## config.mk

```make
export PLATFORM = sky130hd
export DESIGN_NAME = cfg_crc_audit
export DESIGN_NICKNAME = d
export VERILOG_FILES = /design/src/rtl/cra_pkg.sv /design/src/rtl/cra_addr_table.sv /design/src/rtl/cra_crc.sv /design/src/rtl/cra_seq.sv /design/src/rtl/cra_golden.sv /design/src/rtl/cfg_crc_audit.sv
export SDC_FILE = /design/constraint.sdc
export NUM_CORES = 1
export LEC_CHECK = 0
export ABC_AREA = 1
export BUFFER_PORTS_ARGS = -buffer_cell sky130_fd_sc_hd__clkbuf_2
export CORE_MARGIN = 3
export CORE_UTILIZATION = 25
export CTS_CLUSTER_SIZE = 10
export DETAILED_ROUTE_END_ITERATION = 7
export PLACE_DENSITY = 0.4
export SYNTH_ARGS = -nofsm -noshare
export SYNTH_HDL_FRONTEND = slang
export SYNTH_SLANG_ARGS = --single-unit
```

## constraint.sdc

```tcl
create_clock -name clk -period 2.69 [get_ports clk]
set_input_delay 0.1345 -clock clk [delete_from_list [all_inputs] [get_ports clk]]
set_output_delay 0.1345 -clock clk [all_outputs]
set_load 0.005 [all_outputs]
```

## src/rtl/cra_pkg.sv

```systemverilog
package cra_pkg;
  localparam int CMD_LEN  = 44;
  localparam int ADDR_POS = 36;
  localparam logic [31:0] CRC_POLY_REFL = 32'hEDB8_8320;

  typedef enum logic [1:0] {ST_CMD, ST_DATA, ST_FINISH, ST_WAIT} cra_state_e;

  function automatic logic [7:0] cmd_byte(input int unsigned k, input logic [31:0] addr);
    logic [31:0] sh;
    if (k >= ADDR_POS && k < ADDR_POS + 4) begin
      sh = addr >> (8 * (ADDR_POS + 3 - k));
      return sh[7:0];
    end
    return 8'((k * 29 + 59) & 255);
  endfunction

  function automatic logic [31:0] crc_step(input logic [31:0] c_in, input logic [7:0] d);
    logic [31:0] c;
    c = c_in ^ {24'h0, d};
    for (int b = 0; b < 8; b++)
      c = c[0] ? ((c >> 1) ^ CRC_POLY_REFL) : (c >> 1);
    return c;
  endfunction
endpackage

```

## src/rtl/cra_addr_table.sv

```systemverilog
module cra_addr_table #(
  parameter int          NUM_FRAMES = 4,
  parameter int          IDX_W      = 2,
  parameter logic [31:0] ADDR_BASE  = 32'h0040_0000,
  parameter logic [31:0] ADDR_STEP  = 32'h0000_0100
) (
  input  logic [IDX_W-1:0] idx,
  output logic [31:0]      addr
);
  logic [31:0] tbl [NUM_FRAMES];

  for (genvar g = 0; g < NUM_FRAMES; g++) begin : g_entry
    assign tbl[g] = ADDR_BASE + ADDR_STEP * 32'(g);
  end

  always_comb begin
    addr = tbl[0];
    for (int i = 0; i < NUM_FRAMES; i++)
      if (idx == IDX_W'(i)) addr = tbl[i];
  end
endmodule

```

## src/rtl/cra_crc.sv

```systemverilog
module cra_crc (
  input  logic        clk,
  input  logic        rst_n,
  input  logic        preset,
  input  logic        en,
  input  logic [7:0]  din,
  output logic [31:0] crc
);
  import cra_pkg::*;

  always_ff @(posedge clk) begin
    if (!rst_n || preset) crc <= 32'hFFFF_FFFF;
    else if (en)          crc <= crc_step(crc, din);
  end
endmodule

```

## src/rtl/cra_seq.sv

```systemverilog
module cra_seq #(
  parameter int NUM_FRAMES  = 4,
  parameter int FRAME_WORDS = 3,
  parameter int IDLE_CYCLES = 20,
  parameter int IDX_W       = 2
) (
  input  logic             clk,
  input  logic             rst_n,
  input  logic             cmd_ready,
  input  logic             rd_valid,
  input  logic             port_busy,
  input  logic [31:0]      frame_addr,
  output logic [IDX_W-1:0] frame_idx,
  output logic             cmd_valid,
  output logic [7:0]       cmd_data,
  output logic             rd_ready,
  output logic             beat,
  output logic             pass_end
);
  import cra_pkg::*;

  localparam int FRAME_BYTES = FRAME_WORDS * 4;
  localparam int BW = (FRAME_BYTES > 1) ? $clog2(FRAME_BYTES) : 1;
  localparam int WW = $clog2(IDLE_CYCLES + 1);

  cra_state_e    state;
  logic [5:0]    cmd_cnt;
  logic [BW-1:0] byte_cnt;
  logic [WW-1:0] wait_cnt;

  assign cmd_valid = (state == ST_CMD);
  assign cmd_data  = cmd_byte(32'(cmd_cnt), frame_addr);
  assign rd_ready  = (state == ST_DATA) && !port_busy;
  assign beat      = rd_ready && rd_valid;
  assign pass_end  = (state == ST_FINISH);

  always_ff @(posedge clk) begin
    if (!rst_n) begin
      state     <= ST_CMD;
      cmd_cnt   <= '0;
      byte_cnt  <= '0;
      wait_cnt  <= '0;
      frame_idx <= '0;
    end else begin
      unique case (state)
        ST_CMD: if (cmd_ready) begin
          if (cmd_cnt == 6'(CMD_LEN - 1)) begin
            cmd_cnt  <= '0;
            byte_cnt <= '0;
            state    <= ST_DATA;
          end else begin
            cmd_cnt <= cmd_cnt + 6'd1;
          end
        end
        ST_DATA: if (beat) begin
          if (byte_cnt == BW'(FRAME_BYTES - 1)) begin
            byte_cnt <= '0;
            if (frame_idx == IDX_W'(NUM_FRAMES - 1)) begin
              state <= ST_FINISH;
            end else begin
              frame_idx <= frame_idx + 1'b1;
              state     <= ST_CMD;
            end
          end else begin
            byte_cnt <= byte_cnt + 1'b1;
          end
        end
        ST_FINISH: begin
          wait_cnt <= '0;
          state    <= ST_WAIT;
        end
        ST_WAIT: begin
          if (wait_cnt == WW'(IDLE_CYCLES - 1)) begin
            frame_idx <= '0;
            state     <= ST_CMD;
          end else begin
            wait_cnt <= wait_cnt + 1'b1;
          end
        end
        default: state <= ST_CMD;
      endcase
    end
  end
endmodule

```

## src/rtl/cra_golden.sv

```systemverilog
module cra_golden (
  input  logic        clk,
  input  logic        rst_n,
  input  logic        pass_end,
  input  logic [31:0] crc_state,
  input  logic        clr,
  output logic        ref_valid,
  output logic [31:0] ref_sig,
  output logic        cfg_fail
);
  logic [31:0] sig_now;
  logic        mismatch;

  assign sig_now  = ~crc_state;
  assign mismatch = pass_end && ref_valid && (sig_now != ref_sig);

  always_ff @(posedge clk) begin
    if (!rst_n) begin
      ref_valid <= 1'b0;
      ref_sig   <= '0;
      cfg_fail  <= 1'b0;
    end else begin
      if (pass_end && !ref_valid) begin
        ref_valid <= 1'b1;
        ref_sig   <= sig_now;
      end
      if (mismatch)  cfg_fail <= 1'b1;
      else if (clr)  cfg_fail <= 1'b0;
    end
  end
endmodule

```

## src/rtl/cfg_crc_audit.sv

```systemverilog
module cfg_crc_audit #(
  parameter int          NUM_FRAMES  = 4,
  parameter int          FRAME_WORDS = 3,
  parameter int          IDLE_CYCLES = 20,
  parameter logic [31:0] ADDR_BASE   = 32'h0040_0000,
  parameter logic [31:0] ADDR_STEP   = 32'h0000_0100
) (
  input  logic        clk,
  input  logic        rst_n,
  output logic        cmd_valid,
  input  logic        cmd_ready,
  output logic [7:0]  cmd_data,
  input  logic        rd_valid,
  output logic        rd_ready,
  input  logic [7:0]  rd_data,
  input  logic        port_busy,
  input  logic        clr,
  output logic        ref_valid,
  output logic [31:0] ref_sig,
  output logic        cfg_fail
);
  localparam int IDX_W = (NUM_FRAMES > 1) ? $clog2(NUM_FRAMES) : 1;

  logic [IDX_W-1:0] frame_idx;
  logic [31:0]      frame_addr;
  logic [31:0]      crc_state;
  logic             beat;
  logic             pass_end;

  cra_addr_table #(
    .NUM_FRAMES(NUM_FRAMES), .IDX_W(IDX_W),
    .ADDR_BASE(ADDR_BASE), .ADDR_STEP(ADDR_STEP)
  ) u_table (
    .idx(frame_idx), .addr(frame_addr)
  );

  cra_seq #(
    .NUM_FRAMES(NUM_FRAMES), .FRAME_WORDS(FRAME_WORDS),
    .IDLE_CYCLES(IDLE_CYCLES), .IDX_W(IDX_W)
  ) u_seq (
    .clk(clk), .rst_n(rst_n), .cmd_ready(cmd_ready), .rd_valid(rd_valid),
    .port_busy(port_busy), .frame_addr(frame_addr), .frame_idx(frame_idx),
    .cmd_valid(cmd_valid), .cmd_data(cmd_data), .rd_ready(rd_ready),
    .beat(beat), .pass_end(pass_end)
  );

  cra_crc u_crc (
    .clk(clk), .rst_n(rst_n), .preset(pass_end), .en(beat),
    .din(rd_data), .crc(crc_state)
  );

  cra_golden u_gold (
    .clk(clk), .rst_n(rst_n), .pass_end(pass_end), .crc_state(crc_state),
    .clr(clr), .ref_valid(ref_valid), .ref_sig(ref_sig), .cfg_fail(cfg_fail)
  );
endmodule

```

==> Word level (Yosys, flattened, before mapping) <==
Cells that the tools add are included.
{ "totals": {"regBits": 85, "input_bits": 14, "out_inout_bits": 44, "wordCells": 101} }
{ "op_classes": {"add_sub_neg": 6, "mul": 1, "magnitude_cmp": 2, "n_eq_ne": 17, "n_shift": 1, "mux": 35, "n_bitwise": 10, "n_reduce_logical": 20} }
{ "op_table": {"columns": ["cell", "n"], "rows": [
  ["32-bit 2-to-1 mux", 8],
  ["13-bit NOT with 14-bit output", 8],
  ["32-bit != test", 1],
  ["32-bit NOT", 1],
  ["23-bit by 32-bit >> shifter with 8-bit output", 1],
  ["32-bit by 8-bit bitwise XOR with 32-bit output", 1],
  ["10-bit 2-to-1 mux", 2],
  ["2-bit 2-to-1 mux", 9],
  ["4-bit 2-to-1 mux", 4],
  ["8-bit 2-to-1 mux", 2],
  ["5-bit one-hot mux with 2 select lines", 1],
  ["5-bit AND reduction", 2],
  ["9-bit 2-to-1 mux", 1],
  ["8-bit by 6-bit adder with 8-bit output, second input constant", 1],
  ["2-bit == test, second input constant", 4],
  ["6-bit by 5-bit multiplier with 8-bit output, second input constant", 1],
  ["2-bit != test, second input constant", 4],
  ["2-bit one-hot mux with 4 select lines", 1],
  ["4-bit one-hot mux with 2 select lines", 1],
  ["2-bit nonzero test", 4],
  ["6-bit by 6-bit subtractor with 7-bit output, first input constant", 1],
  ["6-bit by 1-bit adder with 6-bit output, second input constant", 1],
  ["6-bit == test, second input constant", 1],
  ["6-bit >= comparator, second input constant", 1],
  ["18 further kinds", 31]
]} }

==> Longest topological paths before layout <==
Gate-level depths: netlist of the first run.
{ "logic_depth": {"depth_word": 17, "ltp_mapped": 15, "ltp_nobuf": 15} }

==> By module <==
Synthesis of the first run repeated with hierarchy kept, for this count alone.
{ "unflattened": {"hier_cells": 1001, "hier_area_um2": 6424.9} }
{ "modules_own_cells": {"columns": ["mod", "n_inst", "cells_each", "area_each_um2", "seq_area_each_um2"], "rows": [
  ["cra_crc", 1, 390, 2427.3, 640.6],
  ["cra_seq", 1, 294, 2013.2, 380.4],
  ["cra_golden", 1, 283, 1744.2, 680.7],
  ["cra_addr_table", 1, 34, 240.2, 0.0]
]} }

==> Least setup slack after synthesis of the first run <==
No wires, ideal clock.
{ "synth_timing": {"kind": "register -> output", "from": "reg u_seq.cmd_cnt[2]", "to": "out cmd_data[7]", "arrival_time_ns": 2.846, "required_time_ns": 2.556, "slack_ns": -0.290, "stages_incl_launch_ff": 16, "path_buffers": 0, "cell_sequence": "dfxtp_1 -> inv_1 -> ha_1 -> inv_1 -> fa_1 -> inv_1 -> fa_1 -> inv_1 -> ha_1 -> nand2_1 -> inv_1 -> nand3_1 -> o221ai_1 -> nand3_1 -> nand2_1 -> nor2_1"} }
{ "synth_via": {"elab_chain_len": 4, "elab_cells_between_ends": 10, "cone_classes": "2 x add/sub; 1 x mul; 2 x order compare; 1 x shift; 3 x mux; 1 x reduce/logical"} }
{ "synth_rtl": {"columns": ["item", "line", "text"], "rows": [
  ["start, declared", "cra_seq.sv:27", "logic [5:0] cmd_cnt;"],
  ["start signal, assigned", "cra_seq.sv:52", "cmd_cnt <= cmd_cnt + 6'd1;"],
  ["branches (longest 3 deep; another with 6-bit by 5-bit multiplier with 8-bit output)", null, null],
  ["8-bit 2-to-1 mux (*)", "cra_pkg.sv:14", "return 8'((k * 29 + 59) & 255);"],
  ["end, declared", "cfg_crc_audit.sv:12", "output logic [7:0] cmd_data,"]
]} }
Mark *: on every way between the ends. The select of a mux whose other input is x is not followed.

==> Final worst setup path of the first run <==
{ "layout_timing": {"from": "reg u_seq.cmd_cnt[1]", "to": "out cmd_data[7]"} }
The elaborated chain is that of the path after synthesis.

==> results of run 1 <==
## power by group
group / total [mW] / leakage [nW] / switching [mW] / internal [mW]
clock: 1.38 / 0.154 / 0.535 / 0.843
sequential: 1.26 / 0.688 / 0.00232 / 1.26
combinational: 0.601 / 2.71 / 0.345 / 0.256
## metal layers
layer / vias up / global-route usage [%] / wire length, um / part of all wire, %
met2: 77 / 23.4 / 8010 / 45
met1: 2500 / 20.2 / 9330 / 52
met3: 12 / 2.66 / 464 / 2.6
li1: 2990 / - / - / -
met5: - / 0 / 0 / 0
met4: 0 / 2.94 / 157 / 0.87
## worst register-to-register path, stage by stage (launching register included)
cell	delay [ps]
dfxtp_1	350
inv_2	90
nand2_1	50
nand2_1	430
nand2_2	130
nand2_4	150
xor2_2	250
inv_2	90
nand2_1	60
nand3_1	100
nand2_1	80
## cell families after synthesis
kind of cell | Yosys count | synth area share [%]
fa+ha+maj | 37 | 8.71
flops | 85 | 29.2
simple gates | 422 | 30.5
xor+xnor | 35 | 6.03
compound gates | 164 | 14.8
buf+inv | 156 | 10.8
## metrics by stage
step	power (mW)	hold slack, ps	TNS, ps	area (um2)
floorplan	1.64	273	-33.0	5900
global placement	1.81	400	-535	6630
detailed placement	1.81	402	-563	6630
CTS	3.27	26.8	-1530	7050
global route	3.41	95.8	-2080	7090
finish	3.24	41.9	-1520	7090
## final cells by class
type / instances / share of cell area (%)
clock buffer: 13 / 3.53
timing repair buffer: 84 / 6.99
tap: 313 / 5.52
clock inverter: 3 / 0.971
multi-input combinational: 658 / 51.7
inverter: 132 / 7.09
sequential: 85 / 24.1
## what timing repair did
item / 4_1_cts / 5_1_grt
buffers inserted: 1 / 1
endpoints found under the setup margin: 4 / 5
gates resized for setup: 18 / 5
pin swaps: 12 / 6
## sequential cells by signal, indices dropped and copies added, names as in the netlist, named ones only
signal and cells:
u_gold.cfg_fail 1, u_seq.byte_cnt 4, u_seq.wait_cnt 5, u_seq.cmd_cnt 6
u_gold.ref_valid 1, u_crc.crc 32, u_seq.state 1, u_seq.frame_idx 2
u_gold.ref_sig 32
## cells in the mapped netlist
master | instances | area, um2
nand2_1 | 282 | 1060
inv_1 | 117 | 439
a21oi_1 | 89 | 445
dfxtp_1 | 85 | 1700
nand3_1 | 53 | 265
nor2_1 | 53 | 199
o21ai_0 | 49 | 245
ha_1 | 31 | 388
xor2_1 | 25 | 219
inv_2 | 14 | 52.6
clkbuf_1 | 12 | 45.0
nand2_2 | 11 | 68.8
o21ai_1 | 10 | 50.1
o211ai_1 | 9 | 67.6
fa_1 | 6 | 120
buf_2 | 5 | 25.0
nand2_4 | 5 | 56.3
buf_6 | 4 | 45.0
nor3_1 | 4 | 20.0
xnor2_1 | 4 | 35.0
xnor2_2 | 4 | 65.1
nor2_4 | 3 | 33.8
nor3b_1 | 3 | 22.5
o31ai_1 | 3 | 22.5
or2_2 | 3 | 18.8
buf_4 | 2 | 15.0
nand4_1 | 2 | 12.5
xor2_2 | 2 | 32.5
a21oi_2 | 1 | 8.76
a31oi_1 | 1 | 6.26
buf_1 | 1 | 3.75
inv_4 | 1 | 6.26
nor2_2 | 1 | 6.26
nor3_2 | 1 | 10.0
nor4_1 | 1 | 6.26
o21bai_1 | 1 | 7.51
o221ai_1 | 1 | 8.76
## worst max-delay path by stage
| stage | startpoint | endpoint | slack [ps] | depth (start not counted) |
|---|---|---|---|---|
| after floorplan | u_seq.cmd_cnt[2] | cmd_data[7] | -30 | 15 |
| after global placement | u_seq.cmd_cnt[1] | cmd_data[7] | -230 | 16 |
| after detailed placement | u_seq.cmd_cnt[2] | cmd_data[7] | -250 | 14 |
| after CTS | u_seq.cmd_cnt[2] | cmd_data[7] | -520 | 14 |
| after global routing | u_seq.cmd_cnt[1] | cmd_data[7] | -630 | 16 |
| final | u_seq.cmd_cnt[1] | cmd_data[7] | -470 | 16 |
==> reports/qor.csv, run 1 <==
metric,value,unit
status,"finished, violations left",
failing checks,setup timing,
Fill cells,2552,
largest net degree at the start of global routing,53,
Port Buffers,57,
Starting DRT DRC Count,324,
RePlAce Congestion,0.767,
Die ar.,0.0252,mm2
first-pass GRT wire length,29100,um
core area,0.0228,mm2
clock sink total,85,
Detail Route Antenna Nets,0,
routed wire length,18000,um
"setup slack, reg-to-reg",860,ps
starting density of the core,25.6,%
hold depth,4,
CP Capture Type,output pin,
vias per cell,4.33,
unrepaired setup endpoints after global routing,true,
Layout area overhead,21.5,%
R2R cell count,10,
RR Endpoint,u_crc.crc[19],
Final Critical Period,3160,ps
Slew Limit Headroom,61.5,%
n_diodes,0,
Hold/Removal Path Class,in -> reg,
"flops & latches, synth",85,
dpl cells,1270,
measured slew at the worst slew-check pin,576,ps
"Cell Chain, Critical Path","inv_4, ha_4, inv_2, fa_1, inv_1, fa_1, inv_2, ha_4, nand2_4, inv_2, nand3_2, o221ai_4, nand3_1, nand2_1, nor2_1, clkbuf_2",
"most common cell after layout, fill and taps aside",nand2_1,
hold buffers post-CTS,0,
Tot GR Track Use,14.5,%
fin. max-slew vios,0,
leakage,3.55,nW
Worst Skew,7.85,ps
yosys warns,0,
FF+latch area,0.00171,mm2
Crit path max-delay family,adder cells,
pre-CTS WS,-245,ps
most frequent cells in the layout,"281 x nand2_1, 109 x inv_1, 86 x a21oi_1",
Worst Path Required,2560,ps
hold wc startpoint,clr,
Tcrit/Tclk final,118,%
Synth Area per Inst,6.49,um2
via count,5579,
Worst R2R Start,u_crc.crc[2],
drt pass-1 iters,5,
sequential area share after synthesis,29.2,%
CP startpoint kind,flop,
number of clock buffers inserted by TritonCTS,9,
Synth Net Count,950,
Cell Rows,55,
number of remaining DRC errors,0,
Worst Path Max Fanout,3,
share of layout cells above drive strength 1,17.5,%
CTS tree,done,
initial antenna violation count,0,
Gate Count Post-Synth,899,
Worst VDD drop,0.232,mV
Buf/Inv on CP,6,
Max Cap Viol,0,
Top Ports,58,
number of global-route vias before repair,5307,
Yosys cell types,37,
max incr delay on CP,520,ps
Chip Width,159,um
CTS Root Cell,clkbuf_16,
Crit path arrival time,3030,ps
Multi-input gate area,0.00367,mm2
Final setup viols,4,
power density cells,457,mW/mm2
"Clk Latency, worst-skew pair",350,ps
Crit-path slowest cell,fa_1,
Final Core Density,31.1,%
"Cell Area, Synth",0.00583,mm2
most frequent CP cell,inv_2,
HPWL Detailed,13500,um
Avg WL per Cell,13.9,um
Finished Layout Cells,1288,
nets,1021,
Die H,159,um
clock transition at the registers of the reported paths,60,ps
CP Class,reg -> out,
# H-tree levels,3,
Peak Freq,0.316,GHz
GRT Residual Overflow,0,
final hold viol count,0,
CTS max path bufs,2,
Hold Path End,u_gold.cfg_fail,
final worst slack,-471,ps
No activity file was read; power rests on OpenSTA's default activity.
==> run 2: changes to the inputs <==
--- a/config.mk
+++ b/config.mk
@@ -7,7 +7,7 @@
 export LEC_CHECK = 0
 export ABC_AREA = 1
 export BUFFER_PORTS_ARGS = -buffer_cell sky130_fd_sc_hd__clkbuf_2
-export CORE_MARGIN = 3
+export CORE_MARGIN = 5
 export CORE_UTILIZATION = 25
 export CTS_CLUSTER_SIZE = 10
 export DETAILED_ROUTE_END_ITERATION = 7
==> reports/qor.csv, run 2 (same netlist as run 1, synthesis figures left out) <==
metric,value,unit,change
status,"finished, violations left",,
failing checks,setup timing,,
Tcrit/Tclk final,120,%,+2.0 points
CTS max path bufs,2,,unchanged
Worst Path Max Fanout,3,,unchanged
Peak Freq,0.311,GHz,-1.7%
GRT Residual Overflow,0,,unchanged
number of clock buffers inserted by TritonCTS,9,,unchanged
"Clk Latency, worst-skew pair",350,ps,about the same
Avg WL per Cell,14.1,um,+1.0%
unrepaired setup endpoints after global routing,true,,
fin. max-slew vios,0,,unchanged
Worst Skew,7.43,ps,-0.419 ps
vias per cell,4.32,,-0.24%
number of global-route vias before repair,5282,,-0.47%
leakage,3.58,nW,+0.83%
# H-tree levels,3,,unchanged
n_diodes,0,,unchanged
Final Critical Period,3220,ps,+54.2 ps
Crit path arrival time,3080,ps,+50 ps
CTS Root Cell,clkbuf_16,,
CP Class,reg -> out,,
first-pass GRT wire length,29000,um,-0.29%
Fill cells,2499,,-2.1%
Final setup viols,4,,unchanged
Finished Layout Cells,1295,,+0.54%
routed wire length,18200,um,+1.6%
Hold/Removal Path Class,in -> reg,,
FF+latch area,0.00171,mm2,+0.15%
drt pass-1 iters,5,,unchanged
final hold viol count,0,,unchanged
number of remaining DRC errors,0,,unchanged
core area,0.0228,mm2,unchanged
nets,1028,,+0.69%
most frequent cells in the layout,"281 x nand2_1, 108 x inv_1, 85 x a21oi_1",,
clock sink total,85,,unchanged
Slew Limit Headroom,63.0,%,+1.6 points
share of layout cells above drive strength 1,18.8,%,+1.3 points
starting density of the core,25.6,%,unchanged
Layout area overhead,23.1,%,
CP startpoint kind,flop,,
Chip Width,163,um,+2.5%
RePlAce Congestion,0.757,,-1.4%
worst hold slack,25.9,ps,-16.0 ps
Top Registers,"u_crc.crc x32, u_gold.ref_sig x32, u_seq.cmd_cnt x6",,
Tot GR Track Use,13.9,%,-0.57 points
Die H,163,um,+2.5%
Max Cap Viol,0,,unchanged
clock transition at the registers of the reported paths,70,ps,about the same
initial antenna violation count,0,,unchanged
Multi-input gate area,0.00370,mm2,+0.92%
hold buffers post-CTS,0,,unchanged
final worst slack,-525,ps,-54.2 ps
CP Capture Type,output pin,,
TNS Setup,-1610,ps,-85.9 ps
Worst Path Required,2560,ps,about the same
dpl cells,1273,,+0.24%
CTS tree,done,,
measured slew at the worst slew-check pin,553,ps,-23.3 ps
Top Ports,58,,unchanged
Cell Rows,55,,unchanged
Die ar.,0.0265,mm2,+5.1%
Detail Route Antenna Nets,0,,unchanged
via count,5596,,+0.30%
Starting DRT DRC Count,308,,-4.9%
largest net degree at the start of global routing,53,,unchanged
"most common cell after layout, fill and taps aside",nand2_1,,
HPWL Detailed,13700,um,+0.98%
Port Buffers,57,,unchanged
power density cells,449,mW/mm2,-1.8%
Worst VDD drop,0.234,mV,+0.47%
## run 2: changes by cell type in the layout (fill, tap and decap cells not counted), moves of 2 or more
cell      previous run  this run
ha_1                22        20
clkbuf_8             1         3
clkbuf_1             3         1
buf_4               25        31
ha_4                 9        11
## run 2: worst paths after layout
kind | from | to | slack (ps) | depth (start not counted)
max reg2reg | u_crc.crc[2] | u_crc.crc[19] | 890 | 10
min reg2reg | u_gold.cfg_fail | u_gold.cfg_fail | 460 | 2
max | u_seq.cmd_cnt[2] | cmd_data[7] | -530 | 14
min | clr | u_gold.cfg_fail | 30 | 4
## run 2: timing repair
| action | CTS | global route |
|---|---|---|
| endpoints found under the hold margin | 0 | 0 |
| gates resized for setup | 17 | 14 |
| setup endpoints to repair | 4 | 4 |
| pin swaps | 16 | 7 |
| setup buffers | 0 | 6 |
## run 2: cell type report
class / instances / share of cell area, %
Tap cell: 313 / 5.45
Clock buffer: 13 / 3.76
Clock inverter: 3 / 0.593
Inverter: 132 / 7.01
Timing Repair Buffer: 91 / 7.74
Multi-Input combinational cell: 658 / 51.6
Sequential cell: 85 / 23.9
## run 2: report_power, final
part           switching, mW  internal, mW  leakage, nW
Combinational          0.352         0.266         2.74
Clock                  0.548         0.796        0.152
Sequential           0.00238          1.26        0.689
## run 2: critical path: stages (launching register included)
cell	delay (ps)
dfxtp_4	360
inv_4	50
fa_1	550
inv_2	50
ha_4	210
fa_1	520
ha_4	320
nand2_4	70
inv_2	50
nand3_2	70
o221ai_4	200
nand3_2	80
nand2_1	80
nor2_1	40
clkbuf_2	100
## run 2: stage by stage
| step | instance area (um2) | setup slack, ps | total power, mW | util (%) |
|---|---|---|---|---|
| final | 7180 | -525 | 3.22 | 31.5 |
| after global routing | 7180 | -664 | 3.38 | 31.5 |
| after CTS | 7080 | -527 | 3.25 | 31.1 |
| after detailed placement | 6650 | -199 | 1.82 | 29.2 |
| after global placement | 6650 | -197 | 1.82 | 29.2 |
| after floorplan | 5900 | -33.0 | 1.64 | - |
## run 2: routing by layer
metal	up-vias	wire (um)	track usage [%]	share of wire [%]
met1	2503	9250	19.6	51
met2	88	8200	22.1	45
met4	0	174	3.13	0.95
met5	-	0	0	0
met3	10	623	2.48	3.4
li1	2995	-	-	-
